--- config.mk ---
export PLATFORM = sky130hd
export DESIGN_NAME = lkgrp_regs
export DESIGN_NICKNAME = d
export VERILOG_FILES = /design/src/rtl/lkgrp_regs.sv
export SDC_FILE = /design/constraint.sdc
export NUM_CORES = 1
export LEC_CHECK = 0
export ABC_CLOCK_PERIOD_IN_PS = 4100
export BUFFER_PORTS_ARGS = -buffer_cell sky130_fd_sc_hd__buf_2
export CORE_AREA = 2 2 98 100
export CTS_CLUSTER_SIZE = 24
export DETAILED_ROUTE_END_ITERATION = 8
export DIE_AREA = 0 0 100 102
export PLACE_DENSITY = 0.65
export SLEW_MARGIN = 15
export SYNTH_ARGS = -nofsm -noshare
export SYNTH_HDL_FRONTEND = slang
export SYNTH_SLANG_ARGS = --single-unit
--- constraint.sdc ---
create_clock -name clk -period 4.1 [get_ports clk]
set_input_delay 0.82 -clock clk [delete_from_list [all_inputs] [get_ports clk]]
set_output_delay 0.82 -clock clk [all_outputs]
set_load 0.03 [all_outputs]
--- src/rtl/lkgrp_regs.sv ---
module lkgrp_regs #(
  parameter int NG     = 4,
  parameter int DOM_W  = 4,
  parameter int IDX_W  = 10,
  parameter int ADDR_W = 6,
  parameter int DW     = 32
) (
  input  logic              clk,
  input  logic              rst_n,
  input  logic              acc_en,
  input  logic              acc_wr,
  input  logic [ADDR_W-1:0] acc_addr,
  input  logic [DW-1:0]     acc_wdata,
  input  logic [DOM_W-1:0]  acc_dom,
  output logic [DW-1:0]     acc_rdata,
  output logic              acc_viol,
  output logic [NG-1:0]     grp_en_o,
  output logic              hw_req_dis_o,
  output logic              sw_rst_o,
  input  logic [4:0]        evt_flags_i,
  input  logic [IDX_W-1:0]  evt_idx_i
);
  localparam int GW       = (NG > 1) ? $clog2(NG) : 1;
  localparam int A_CTRL   = 0;
  localparam int A_STAT   = 1;
  localparam int GRP_BASE = 8;
  localparam int OWN_LSB  = 8;
  localparam int IDX_LSB  = 16;
  localparam logic [4:0] W1C_MASK = 5'b11011;

  logic             en_q [NG];
  logic             dlk_q [NG];
  logic             wlk_q [NG];
  logic             rlk_q [NG];
  logic [DOM_W-1:0] own_q [NG];
  logic [NG-1:0]    dl_v, wl_v, rl_v;
  logic [4:0]       st_q;
  logic [IDX_W-1:0] idx_q;
  logic             hwdis_q, srst_q;

  logic          hit_grp;
  logic [GW-1:0] gsel;
  logic          dom_blk, wr_blk, rd_blk, do_wr, do_rd;
  logic [DW-1:0] grp_word, rd_mux;

  always_comb begin
    hit_grp = 1'b0;
    gsel    = '0;
    for (int g = 0; g < NG; g++)
      if (acc_addr == ADDR_W'(GRP_BASE + g)) begin
        hit_grp = 1'b1;
        gsel    = GW'(g);
      end
  end

  assign dom_blk = hit_grp && dlk_q[gsel] && (acc_dom != own_q[gsel]);
  assign wr_blk  = dom_blk || (hit_grp && wlk_q[gsel]);
  assign rd_blk  = dom_blk || (hit_grp && rlk_q[gsel]);
  assign do_wr   = acc_en && acc_wr;
  assign do_rd   = acc_en && !acc_wr;

  always_comb begin
    grp_word = '0;
    grp_word[0] = en_q[gsel];
    grp_word[1] = dlk_q[gsel];
    grp_word[2] = wlk_q[gsel];
    grp_word[3] = rlk_q[gsel];
    grp_word[OWN_LSB +: DOM_W] = own_q[gsel];
    rd_mux = '0;
    if (acc_addr == ADDR_W'(A_CTRL)) rd_mux[1] = hwdis_q;
    else if (acc_addr == ADDR_W'(A_STAT)) begin
      rd_mux[4:0] = st_q;
      rd_mux[IDX_LSB +: IDX_W] = idx_q;
    end else if (hit_grp) rd_mux = grp_word;
  end

  for (genvar g = 0; g < NG; g++) begin : g_grp
    logic wsel;
    assign wsel = do_wr && hit_grp && (gsel == GW'(g)) && !wr_blk;
    always_ff @(posedge clk or negedge rst_n) begin
      if (!rst_n) begin
        en_q[g]  <= 1'b0;
        dlk_q[g] <= 1'b0;
        wlk_q[g] <= 1'b0;
        rlk_q[g] <= 1'b0;
        own_q[g] <= '0;
      end else if (srst_q) begin
        en_q[g]  <= 1'b0;
      end else if (wsel) begin
        en_q[g]  <= acc_wdata[0];
        dlk_q[g] <= dlk_q[g] | acc_wdata[1];
        wlk_q[g] <= wlk_q[g] | acc_wdata[2];
        rlk_q[g] <= rlk_q[g] | acc_wdata[3];
        own_q[g] <= acc_wdata[OWN_LSB +: DOM_W];
      end
    end
    assign grp_en_o[g] = en_q[g];
    assign dl_v[g]     = dlk_q[g];
    assign wl_v[g]     = wlk_q[g];
    assign rl_v[g]     = rlk_q[g];
  end

  logic ctrl_wr, stat_wr;
  assign ctrl_wr = do_wr && (acc_addr == ADDR_W'(A_CTRL));
  assign stat_wr = do_wr && (acc_addr == ADDR_W'(A_STAT));

  always_ff @(posedge clk or negedge rst_n) begin
    if (!rst_n) begin
      st_q    <= '0;
      idx_q   <= '0;
      hwdis_q <= 1'b0;
      srst_q  <= 1'b0;
    end else begin
      srst_q <= ctrl_wr && acc_wdata[0] && !srst_q;
      if (srst_q) begin
        st_q    <= '0;
        idx_q   <= '0;
        hwdis_q <= 1'b0;
      end else begin
        st_q <= (st_q & ~(stat_wr ? (acc_wdata[4:0] & W1C_MASK) : 5'b0)) | evt_flags_i;
        if (evt_flags_i[0] || evt_flags_i[1]) idx_q <= evt_idx_i;
        if (ctrl_wr) hwdis_q <= acc_wdata[1];
      end
    end
  end

  always_ff @(posedge clk or negedge rst_n) begin
    if (!rst_n) begin
      acc_rdata <= '0;
      acc_viol  <= 1'b0;
    end else begin
      acc_rdata <= (do_rd && !rd_blk) ? rd_mux : '0;
      acc_viol  <= acc_en && (acc_wr ? wr_blk : rd_blk);
    end
  end

  assign hw_req_dis_o = hwdis_q;
  assign sw_rst_o     = srst_q;
endmodule

==> summary.txt <==
total die area: 10200 µm²
clk buf depth: 2
CTS Buf Count: 9
relative slew slack: 32.9%
final WL: 8120 µm
instance area at placement: 3920 µm²
Worst Tran Pin Value: 1.00 ns
clk_skew: 0.00915 ns
Gate Count Post-Synth: 333
chip width: 100 µm
EDFF count, synth: 0
Setup CP Type: in2reg
fillers: 890
clock slew at reported path FFs: 0.07 ns
status: finished, final reports clean
CTS Root Buffer Type: clkbuf_8
Starting Density: 39.0%
vias in the first global route: 2655
Wirelength per Cell: 16.0 µm
# nets final: 453
ys flop type: dfrtp_1
diode count: 0
RSZ-0062 raised after global routing: no
Synth-to-Final Area Change: 15.8%
initial antenna violation count: 0
critical path data arrival time: 3.77 ns
Min-Delay Path Class: reg2reg
Worst EP required: 4.37 ns
GP Congestion: 0.905
post-synthesis cell type count: 52
Post-synth ARST share: 100%
first-pass GRT wire length: 13400 µm
Rows: 35
Worst Path Max Fanout: 12
final core utilization: 45.1%
htree depth: 3
period utilisation layout: 85.3%
detailed-placement wirelength estimate: 5950 µm
most common cell after layout, fill and taps aside: dfrtp_1
Slowest-stage cell, CP: or4b_1
core area: 9110 µm²
minimum clock period: 3.50 ns
fin area: 4110 µm²
r2r setup slk: 1.26 ns
Sink Count: 69
cts hold-fix bufs: 0
Max Cap Viol: 0
delay of the slowest cell on the worst path: 0.70 ns
YS warnings: 0
Fin Setup TNS: 0 ns
Final Hold Fails: 0
Max VDD drop: 0.134 mV
Worst Setup End Kind: flop
top cell family by delay on the critical path: simple AND/OR/NAND/NOR gates
total congestion overflow: 0
FMAX: 286 MHz
worst slack, placed: 0.287 ns
share of cells above drive strength 1: 30.8%
PD cells: 364 nW/µm²
Setup Fix Bufs, Post-CTS: 0
post-synthesis sequential area ratio: 48.6%
PortBufs: 63
mean post-synth cell area: 10.7 µm²
Starting DRT DRC Count: 124
final setup fails: 0
Tot GR Track Use: 17.1%
Placed Cells: 492
Final Max Tran Viols: 0
post-synthesis register bit count: 69
CP startpoint kind: input pin
Via density: 5.33
post_cts resized: 0
setup ws final: 0.603 ns
largest net degree at the start of global routing: 52
Leak Pwr: 1.94 nW
Vias: 2700
mapped cell area: 3550 µm²
Clock Latency Late Sink: 0.34 ns
num ports: 100
DRC viols: 0
Final Instance Count excl. Fillers: 507
CP Buf/Inv Count: 1
DR pass1 iterations: 4
Die H: 102 µm
Antenna Nets Post-Route: 0
CP Cell Sequence: buf_2, or4b_1, a2111oi_4, nor3_1, a221oi_1, a31oi_1, nor2_1, a31o_2
TritonCTS clock tree: yes
most frequent cells in the layout: dfrtp_1 (69), buf_2 (62), nand2_1 (36), nor2_1 (20), mux2_4 (16)
power by group:
part / internal (mW) / switching, mW / total [mW]
combinational: 0.0840 / 0.126 / 0.210
clock: 0.277 / 0.264 / 0.542
sequential: 0.720 / 0.0250 / 0.745
stage by stage:
| stage | hold slack (ns) | total power [mW] |
|---|---|---|
| final | 0.463 | 1.50 |
| after global placement | 0.444 | 0.961 |
| after CTS | 0.468 | 1.51 |
| after detailed placement | 0.452 | 0.969 |
| after global routing | 0.484 | 1.57 |
| after floorplan | 0.433 | 0.903 |
kinds of logic after synthesis:
group / count (synthesis) / share of synthesized area [%]
AOI/OAI and AO/OA: 70 / 15.9
and+or+nand+nor: 124 / 17.9
other: 1 / 0.106
muxes: 28 / 11.6
DFF: 69 / 48.6
buffers and inverters: 41 / 5.95
flip-flops by register name, indices dropped and copies added (netlist names):
signal,cells
own_q,16
rl_v,4
dl_v,4
sw_rst_o,1
st_q,5
idx_q,10
wl_v,4
acc_viol,1
hw_req_dis_o,1
grp_en_o,4
acc_rdata,19
routing by layer:
layer / vias to the layer above / part of all wire (%) / global-route usage [%]
met4: 0 / 1.2 / 5.58
met1: 1336 / 45 / 23.6
li1: 1270 / - / -
met3: 8 / 6.1 / 3.83
met5: - / 0 / 0
met2: 86 / 48 / 27.0
worst paths after layout:
kind,startpoint,end,cells after the start
min reg2reg,rl_v[1],rl_v[1],1
min,rl_v[1],rl_v[1],1
max reg2reg,own_q[3],rl_v[0],7
max in group asynchronous,rst_n,wl_v[2],2
min in group asynchronous,rst_n,wl_v[1],1
max,acc_addr[2],rl_v[0],8
synth_stat cells, drive strengths merged, types with 6 or more instances:
master   n  area, µm²
dfrtp   69       1730
nand2   36        135
buf     21        136
nor2    20       75.1
mux2    17        251
a21oi   15       75.1
nand2b  15       93.8
and2    14       87.6
a31o    13        114
clkbuf  12       45.0
nand3   12       60.1
o21ai   12       60.1
inv      8       30.0
and3     7       43.8
mux2i    7       70.1
a31oi    6       37.5
nor3     6       30.0
layout make-up:
class                           count  area [µm²]  share of cell area (%)
Clock inverter                      6        65.1                    1.58
Sequential cell                    69        1730                    42.0
Tap cell                          111         139                    3.38
Inverter                            8        30.0                   0.731
Multi-Input combinational cell    235        1660                    40.5
Timing Repair Buffer               69         363                    8.83
Clock buffer                        9         124                    3.01
Power figures use the tool's default switching activity.
